File: src/rtl/btac_pkg.sv
`timescale 1ns/1ps
package btac_pkg;
  typedef logic [1:0] ctr_t;

  localparam ctr_t CTR_WEAK_TAKEN   = 2'd2;
  localparam ctr_t CTR_STRONG_TAKEN = 2'd3;

  function automatic ctr_t ctr_step(input ctr_t c, input logic up);
    if (up) return (c == CTR_STRONG_TAKEN) ? c : c + 2'd1;
    else    return (c == 2'd0) ? c : c - 2'd1;
  endfunction
endpackage

File: src/rtl/btac_match.sv
`timescale 1ns/1ps
module btac_match #(
  parameter int AW      = 32,
  parameter int ENTRIES = 8,
  localparam int IW     = (ENTRIES > 1) ? $clog2(ENTRIES) : 1
) (
  input  logic               clk,
  input  logic               rst,
  input  logic [ENTRIES-1:0] valid,
  input  logic [AW-1:0]      tags [ENTRIES],
  input  logic [AW-1:0]      key,
  output logic               hit,
  output logic [IW-1:0]      idx
);
  logic [ENTRIES-1:0] eq_vec;

  for (genvar g = 0; g < ENTRIES; g++) begin : g_cmp
    assign eq_vec[g] = valid[g] && (tags[g] == key);
  end

  always_comb begin
    idx = '0;
    for (int i = 0; i < ENTRIES; i++) begin
      if (eq_vec[i]) idx = idx | IW'(i);
    end
  end

  assign hit = |eq_vec;

  // a PC never occupies two entries
  p_unique_tag_r5: assert property (@(posedge clk) disable iff (rst) $onehot0(eq_vec));
endmodule

File: src/rtl/btac_victim.sv
`timescale 1ns/1ps
module btac_victim #(
  parameter int ENTRIES = 8,
  localparam int IW     = (ENTRIES > 1) ? $clog2(ENTRIES) : 1
) (
  input  logic               clk,
  input  logic               rst,
  input  logic [ENTRIES-1:0] valid,
  input  logic               alloc,
  output logic [IW-1:0]      victim
);
  logic [IW-1:0] ptr_q;
  logic [IW-1:0] free_idx;
  logic          free_found;

  always_comb begin
    free_found = 1'b0;
    free_idx   = '0;
    for (int i = ENTRIES - 1; i >= 0; i--) begin
      if (!valid[i]) begin
        free_found = 1'b1;
        free_idx   = IW'(i);
      end
    end
  end

  assign victim = free_found ? free_idx : ptr_q;

  always_ff @(posedge clk) begin
    if (rst) ptr_q <= '0;
    else if (alloc && !free_found)
      ptr_q <= (ptr_q == IW'(ENTRIES - 1)) ? '0 : ptr_q + 1'b1;
  end

  // the pointer moves only after an overwrite of a full table
  p_ptr_step_r9: assert property (@(posedge clk) disable iff (rst)
    (ptr_q != $past(ptr_q)) |-> $past(alloc && !free_found));
endmodule

File: src/rtl/btac_top.sv
`timescale 1ns/1ps
module btac_top #(
  parameter int AW         = 32,
  parameter int ENTRIES    = 8,
  parameter int INSN_BYTES = 4
) (
  input  logic          clk,
  input  logic          rst,
  input  logic          dyn_mode,
  input  logic [AW-1:0] lk_pc,
  input  logic          upd_valid,
  input  logic [AW-1:0] upd_pc,
  input  logic          upd_taken,
  input  logic          upd_jump,
  input  logic [AW-1:0] upd_target,
  output logic          lk_hit,
  output logic          lk_jump,
  output logic          lk_taken,
  output logic [AW-1:0] pred_npc
);
  import btac_pkg::*;

  localparam int IW = (ENTRIES > 1) ? $clog2(ENTRIES) : 1;
  localparam logic [AW-1:0] NEXT_STEP = AW'(INSN_BYTES);

  // table storage: valid bits reset, payload left as plain memory
  logic [ENTRIES-1:0] valid_q;
  logic [AW-1:0]      tag_q   [ENTRIES];
  logic [AW-1:0]      tgt_mem [ENTRIES];
  logic [ENTRIES-1:0] jmp_q;
  ctr_t               ctr_q   [ENTRIES];

  // lookup side
  logic          lk_hit_c;
  logic [IW-1:0] lk_idx;
  logic          lk_jmp_c, lk_tk_c;
  logic [AW-1:0] npc_c;

  btac_match #(.AW(AW), .ENTRIES(ENTRIES)) u_lk_match (
    .clk(clk), .rst(rst), .valid(valid_q), .tags(tag_q),
    .key(lk_pc), .hit(lk_hit_c), .idx(lk_idx)
  );

  assign lk_jmp_c = lk_hit_c && jmp_q[lk_idx];
  assign lk_tk_c  = lk_hit_c && (jmp_q[lk_idx] || ctr_q[lk_idx][1]);
  assign npc_c    = lk_tk_c ? tgt_mem[lk_idx] : lk_pc + NEXT_STEP;

  // resolve side
  logic          upd_hit;
  logic [IW-1:0] upd_idx;
  logic [IW-1:0] victim_idx;
  logic [IW-1:0] widx;
  logic          wr_en, wr_tgt, wr_jmp, drop_en, alloc;
  ctr_t          wr_ctr;

  btac_match #(.AW(AW), .ENTRIES(ENTRIES)) u_upd_match (
    .clk(clk), .rst(rst), .valid(valid_q), .tags(tag_q),
    .key(upd_pc), .hit(upd_hit), .idx(upd_idx)
  );

  always_comb begin
    wr_en   = 1'b0;
    wr_tgt  = 1'b0;
    wr_jmp  = 1'b0;
    drop_en = 1'b0;
    wr_ctr  = CTR_WEAK_TAKEN;
    if (upd_valid) begin
      if (upd_jump) begin
        wr_en  = 1'b1;
        wr_tgt = 1'b1;
        wr_jmp = 1'b1;
        wr_ctr = CTR_STRONG_TAKEN;
      end else if (upd_taken) begin
        wr_en  = 1'b1;
        wr_tgt = 1'b1;
        wr_ctr = (dyn_mode && upd_hit) ? ctr_step(ctr_q[upd_idx], 1'b1) : CTR_WEAK_TAKEN;
      end else if (upd_hit) begin
        if (dyn_mode) begin
          wr_en  = 1'b1;
          wr_ctr = ctr_step(ctr_q[upd_idx], 1'b0);
        end else begin
          drop_en = 1'b1;
        end
      end
    end
  end

  assign alloc = wr_en && !upd_hit;
  assign widx  = upd_hit ? upd_idx : victim_idx;

  btac_victim #(.ENTRIES(ENTRIES)) u_victim (
    .clk(clk), .rst(rst), .valid(valid_q), .alloc(alloc), .victim(victim_idx)
  );

  always_ff @(posedge clk) begin
    if (rst) valid_q <= '0;
    else if (wr_en) valid_q[widx] <= 1'b1;
    else if (drop_en) valid_q[upd_idx] <= 1'b0;
  end

  always_ff @(posedge clk) begin
    if (wr_en) begin
      tag_q[widx] <= upd_pc;
      jmp_q[widx] <= wr_jmp;
      ctr_q[widx] <= wr_ctr;
    end
  end

  always_ff @(posedge clk) begin
    if (wr_en && wr_tgt) tgt_mem[widx] <= upd_target;
  end

  // registered lookup result
  logic out_live;
  always_ff @(posedge clk) begin
    if (rst) begin
      lk_hit   <= 1'b0;
      lk_jump  <= 1'b0;
      lk_taken <= 1'b0;
      pred_npc <= '0;
      out_live <= 1'b0;
    end else begin
      lk_hit   <= lk_hit_c;
      lk_jump  <= lk_jmp_c;
      lk_taken <= lk_tk_c;
      pred_npc <= npc_c;
      out_live <= 1'b1;
    end
  end

  // a predicted transfer always comes from a hit
  p_taken_needs_hit_r4: assert property (@(posedge clk) disable iff (rst)
    lk_taken |-> lk_hit);
  // a jump hit is always predicted taken
  p_jump_taken_r3: assert property (@(posedge clk) disable iff (rst)
    lk_jump |-> (lk_taken && lk_hit));
  // a miss falls through to the sequential address
  p_miss_step_r2: assert property (@(posedge clk) disable iff (rst)
    (out_live && !lk_hit) |-> (pred_npc == $past(lk_pc) + NEXT_STEP));
  // static policy evicts a branch that resolves not-taken
  p_static_drop_r6: assert property (@(posedge clk) disable iff (rst)
    (upd_valid && !upd_jump && !upd_taken && !dyn_mode && upd_hit)
      |=> !valid_q[$past(upd_idx)]);
endmodule

File: config.mk
export PLATFORM = sky130hd
export DESIGN_NAME = btac_top
export DESIGN_NICKNAME = d
export VERILOG_FILES = /design/src/rtl/btac_pkg.sv /design/src/rtl/btac_match.sv /design/src/rtl/btac_victim.sv /design/src/rtl/btac_top.sv
export SDC_FILE = /design/constraint.sdc
export NUM_CORES = 1
export LEC_CHECK = 0
export CELL_PAD_IN_SITES_DETAIL_PLACEMENT = 1
export CELL_PAD_IN_SITES_GLOBAL_PLACEMENT = 1
export CORE_MARGIN = 2
export CORE_UTILIZATION = 55
export DETAILED_ROUTE_END_ITERATION = 7
export DONT_BUFFER_PORTS = 1
export PLACE_DENSITY_LB_ADDON = 0.25
export SYNTH_ARGS = -nofsm -noshare
export SYNTH_HDL_FRONTEND = slang
export SYNTH_HIERARCHICAL = 1
export SYNTH_SLANG_ARGS = --single-unit
File: constraint.sdc
create_clock -name clk -period 8.3 [get_ports clk]
set_input_delay 1.66 -clock clk [delete_from_list [all_inputs] [get_ports clk]]
set_output_delay 1.66 -clock clk [all_outputs]
set_load 0.01 [all_outputs]
==> out/qor.csv, run 1 <==
metric,value,unit
dieArea,50770,um2
cts_buffers,61,
core_area,48650,um2
htree_num_levels,2,
async_reset_ff_share,0,%
grt_pass1_wl,116700,um
synthFlopType,edfxtp_1,
grt_pass1_vias,16799,
overflow,0,
ys_ff_latch,582,
final.period_utilization,72.63,%
syn_nets,1883,
viasPerCell,6.544,
grt_max_degree,61,
status,completed,
crit_start,upd_pc[0],
n_antenna_cell,0,
synth_edf_count,536,
max_cap_violations,0,
drt_pass1_iterations,8,
fp.dieH,225.3,um
hp-start,u_victim/ptr_q[1],
ys_types,54,
dp_hpwl,52760,um
antenna_found_initial,1,
syn_to_final_growth,9.255,%
fin_ws,2272,ps
ctsHoldBuffers,0,
clock_latency,640,ps
ys_seq_area_share,63.16,%
cp.required,8650,ps
max_freq,165.9,MHz
syn_area,26940,um2
drt_iter0_markers,1558,
ys_top_cells_by_area,"edfxtp_1 (60%), xnor2_1 (13%), mux4_2 (5.8%)",
leakagePower,8.839,nW
cp_slowest_cell,nor4_1,
critPathKind,in -> reg,
place_ws,1787,ps
drv_slew,0,
drt-total-wl,81020,um
gp_congestion,0.8972,
ctsResizeCount,0,
critical_path_buf_inv_count,1,
cts.clk_slew.worst_paths,60,ps
syn_inst,1778,
critical_path.max_fanout,32,
nNetsFinal,1857,
crit_chain,"xnor2_1, nand4_1, nor4_1, nand4_4, o2111ai_2, or3_1, nor3b_1, o21ai_1, nor2_4, buf_4",
cts_sinks,582,
p_total,6.323,mW
slew_headroom,17.62,%
r2r-start,tag_q[160],
skew,23.08,ps
clockBufferDepth,3,
synth.largest_area_cell,edfxtp_1,
root_buffer,clkbuf_16,
initial_utilization,55.39,%
die_w,225.3,um
min_period,6028,ps
drive_gt1_share,11.54,%
wl_per_cell,33.41,um
ant_nets,0,
vdd_drop_max,0.2623,mV
numPortBuffers,0,
crit_family,simple AND/OR/NAND/NOR gates,
critPathLaunchType,input port,
grt_use_total,32.40,%
hold_class,reg -> reg,
arrival,6370,ps
ios,137,
powerDensity,214.8,nW/um2
cts_setup_buffers,0,
tightest_slew,1233,ps
fillCellCount,4372,
vias,15868,
final-setup-viol-count,0,
rows,81,
tritoncts,done,
yosysWarnings,6,
rsz0062_at_grt,false,
yosys.area.top_type_share,59.74,%
drc,0,
cpPeakStageDelay,1000,ps
cp-end-kind,flip-flop,
hold_viol,0,
setup_tns,0,ps
syn_avg_cell_area,15.15,um2
-- stage by stage --
step / util [%] / hold WS, ps / instances / instance area [um2]
2_1_floorplan: - / 447.1 / 1778 / 26940
3_3_place_gp: 56.29 / 464.7 / 2311 / 27380
3_5_place_dp: 56.29 / 484.8 / 2311 / 27380
4_1_cts: 60.51 / 493.9 / 2425 / 29440
5_1_grt: 60.51 / 515.8 / 2425 / 29440
6_report: 60.51 / 493.1 / 2425 / 29440
-- Yosys cell counts, drive strengths merged (3+ instances only) --
cell type	n
nor4	48
o21a	9
nor3b	4
ha	3
nand2b	4
mux2i	38
a21oi	14
or3	5
dfxtp	46
and2	3
xor2	141
a31oi	4
and3	11
xnor2	396
nand4	100
nor3	27
a211oi	17
a21o	8
o21ai	11
or4	5
nand3	39
o41ai	4
nand2	36
nor2	55
nand3b	3
o31ai	8
mux4	69
clkbuf	20
buf	82
edfxtp	536
inv	11
-- cells in the final DEF (no fill, tap or decap), drive strengths merged, types with 3 or more instances in the layout --
cell      synthesis  layout
nor3             27      27
edfxtp          536     536
nor4             48      48
xnor2           396     396
or4               5       5
mux2i            38      38
a211oi           17      17
clkinv            0      29
inv              11      16
clkinvlp          0       3
a31oi             4       4
nand4           100     100
o21ai            11      11
xor2            141     141
a21o              8       8
ha                3       3
dfxtp            46      46
o31ai             8       8
clkbuf           20      72
a21oi            14      14
o21a              9       9
o41ai             4       4
mux4             69      69
nand2            36      36
nand3            39      39
or3               5       5
nand2b            4       4
and2              3       3
and3             11      11
nand3b            3       3
buf              82      13
nor3b             4       4
bufinv            0       5
nor2             55      55
-- cell type report --
| class | count | area [um2] | area share, % |
|---|---|---|---|
| tap | 622 | 778.2 | 2.644 |
| timing repair buffer | 13 | 97.59 | 0.3315 |
| multi-input combinational | 1083 | 9449 | 32.10 |
| clock buffer | 72 | 1652 | 5.611 |
| inverter | 11 | 41.29 | 0.1403 |
| clock inverter | 42 | 402.9 | 1.369 |
| sequential | 582 | 17020 | 57.81 |
-- power breakdown --
part / switching (mW) / internal [mW]
Clock: 1.19 / 1.59
Combinational: 0.127 / 0.131
Sequential: 0.0325 / 3.25
-- tightest hold or removal path, cell delays in order, from the launching register on --
cell     delay (ps)
dfxtp_1         330
nand2_1          70
a21oi_1          60
-- worst paths after layout --
kind              slack, ps           endpoint  cells past startpoint
setup / recovery       2270         tag_q[133]                     10
hold / removal          490  u_victim/ptr_q[1]                      2
setup reg to reg       2880         tag_q[133]                     10
hold reg to reg         490  u_victim/ptr_q[1]                      2
-- flip-flops by register name (all words and copies together) (netlist names) --
register	flops
lk_jump	1
ctr_q	16
tag_q	256
tgt_mem	256
lk_taken	1
pred_npc	32
jmp_q	8
valid_q	8
u_victim/ptr_q	3
lk_hit	1
-- metal layers --
| layer | track usage (%) | up-vias | share of wire (%) |
|---|---|---|---|
| li1 | - | 6597 | - |
| met1 | 41.06 | 8281 | 38 |
| met2 | 53.16 | 792 | 48 |
| met3 | 6.441 | 198 | 8.0 |
| met4 | 16.90 | 0 | 5.7 |
| met5 | 0 | - | 0 |
-- kinds of logic (layout without fill, tap and decap cells) --
kind of cell / after synthesis / count (layout) / share of synthesized area, %
mux: 107 / 107 / 7.179
flops: 582 / 582 / 63.16
simple gates: 344 / 344 / 7.277
buf+inv: 113 / 138 / 2.303
xor+xnor: 537 / 537 / 17.51
fa+ha+maj: 4 / 4 / 0.1765
compound gates: 91 / 91 / 2.396
(Power assumes the default switching activity.)
==> inputs of run 2 (changes only) <==
- CORE_UTILIZATION: 55 -> 54
- clock period: 8.3 -> 5.6 ns (I/O delays scaled with it)
==> run 2 against run 1 <==
Worst hold slack worse by 19 ps. Via count down 1.2%. Core utilization barely moved. Critical endpoint is now tag_q[86]. Final cell count is 2.5% higher. Clock power rose by 51%.
==> out/qor.csv, run 2 (same netlist as run 1, synthesis figures left out) <==
metric,value,unit,change
final_common_cell,edfxtp_1,,
grt_use_total,31.20,%,-1.2 points
cts_sinks,582,,unchanged
ant_nets,0,,unchanged
intPower,7.432,mW,+50%
dr_wl_met2,38880,um,-0.40%
drt_iter0_markers,1360,,-13%
reg_top3,"tag_q (256), tgt_mem (256), pred_npc (32)",,
power.switching,2.014,mW,+49%
drv_slew,0,,unchanged
wl_per_cell,31.75,um,-5.0%
antenna_found_initial,1,,unchanged
skew,25.84,ps,+2.754 ps
drive_gt1_share,12.57,%,+1.0 points
seqPwrFrac,51.5,%,-0.5 points
tritoncts,done,,
drt-total-wl,78920,um,-2.6%
clock_latency,650,ps,about the same
critPathLaunchType,input port,,
max_freq,217.1,MHz,
max_cap_violations,0,,unchanged
finalCoreUtilization,60.54,%,about the same
final-setup-viol-count,0,,unchanged
root_buffer,clkbuf_16,,
cp-end-kind,flip-flop,,
setup_tns,0,ps,unchanged
place_ws,578.0,ps,-1209 ps
cts_setup_buffers,0,,unchanged
critPathKind,in -> reg,,
drc,0,,unchanged
initial_utilization,54.93,%,-0.46 points
nNetsFinal,1875,,+0.97%
drt-met1-wl,30570,um,-1.2%
n_antenna_cell,0,,unchanged
fp.dieH,227.4,um,+0.91%
leakagePower,8.955,nW,+1.3%
syn_to_final_growth,10.22,%,
vdd_drop_max,0.4421,mV,+69%
overflow,0,,unchanged
status,completed,,
die_w,227.4,um,+0.91%
arrival,4940,ps,-1430 ps
ctsHoldBuffers,0,,unchanged
clkPwrFrac,44.4,%,+0.4 points
ff2ff_setup_slack,1040,ps,-1840 ps
clockBufferDepth,3,,unchanged
final.period_utilization,82.25,%,
ctsResizeCount,0,,unchanged
core_area,49050,um2,+0.83%
final_cell_mix,"edfxtp_1 (536), xnor2_1 (396), xor2_1 (139)",,
grt_pass1_wl,114500,um,-1.8%
top_layer_used,met5,,
htree_num_levels,2,,unchanged
hold_viol,0,,unchanged
rsz0062_at_grt,false,,
fillCellCount,4456,,+1.9%
regArea,17020,um2,unchanged
cts.clk_slew.worst_paths,60,ps,about the same
whs_path_depth,2,,unchanged
rows,81,,unchanged
pwr-share-comb,4.1,%,about the same
rr_worst_depth,11,,+1
min_period,4606,ps,
slew_headroom,31.36,%,+14 points
dieArea,51700,um2,+1.8%
ios,137,,unchanged
gp_congestion,0.8913,,-0.66%
hold_class,reg -> reg,,
critical_path.max_fanout,23,,-28%
met3_length,5762,um,-11%
grt_max_degree,65,,+6.6%
swShare,21.32,%,-0.083 points
drt_pass1_iterations,5,,-3
viasPerCell,6.305,,-3.6%
fin_ws,993.8,ps,-1278 ps
vias,15675,,-1.2%
multiInputGateArea,9449,um2,unchanged
dp_hpwl,50870,um,-3.6%
powerDensity,318.1,nW/um2,+48%
tightest_slew,1023,ps,-210.0 ps
cp.required,5940,ps,-2710 ps
numPortBuffers,0,,unchanged
cts_buffers,60,,-1.6%
grt_pass1_vias,16864,,+0.39%
## run 2: path summary, 6_finish.rpt
| kind | startpoint | end |
|---|---|---|
| setup / recovery | upd_pc[7] | tag_q[86] |
| hold / removal | u_victim/ptr_q[2] | u_victim/ptr_q[2] |
| setup reg to reg | tag_q[45] | tag_q[86] |
| hold reg to reg | u_victim/ptr_q[2] | u_victim/ptr_q[2] |
## run 2: worst max-delay path, stage by stage
cell and delay, ps:
xnor2_1 160, nand4_1 140, nor4_1 830, nand3_1 260, o41ai_1 190, or3_1 600, nand2_1 190, o22ai_1 220
nand2_1 360, nor2_4 570, buf_12 260
## run 2: power groups by stage
stage          Combinational, mW  Sequential (mW)  Clock [mW]
4_1_cts                    0.386             4.86        4.24
6_report                   0.386             4.86        4.20
3_5_place_dp               0.381             4.96           0
3_3_place_gp               0.366             4.95           0
2_1_floorplan              0.378             4.95           0
5_1_grt                    0.416             4.87        4.39
## run 2: routing by layer
| layer | vias to the layer above | global-route usage, % |
|---|---|---|
| met3 | 195 | 6.608 |
| met1 | 8162 | 39.22 |
| met4 | 2 | 13.58 |
| li1 | 6642 | - |
| met5 | - | 0 |
| met2 | 674 | 52.48 |
## run 2: stage by stage
stage | std cells | cell area [um2] | total power, mW | hold WS [ps]
after floorplan | 1778 | 26940 | 5.323 | 447.1
after global placement | 2372 | 27620 | 5.316 | 464.3
after detailed placement | 2372 | 27620 | 5.336 | 464.7
after CTS | 2486 | 29700 | 9.491 | 473.1
after global routing | 2486 | 29700 | 9.671 | 491.2
final | 2486 | 29700 | 9.446 | 474.1
## run 2: final cells by class
class                   count  area share, %
well taps                 664          2.798
multi-input cells        1083          31.82
clock buffers              79          5.646
clock inverters            35          1.365
flip-flops and latches    582          57.30
inverters                  11         0.1390
repair buffers             32         0.9353
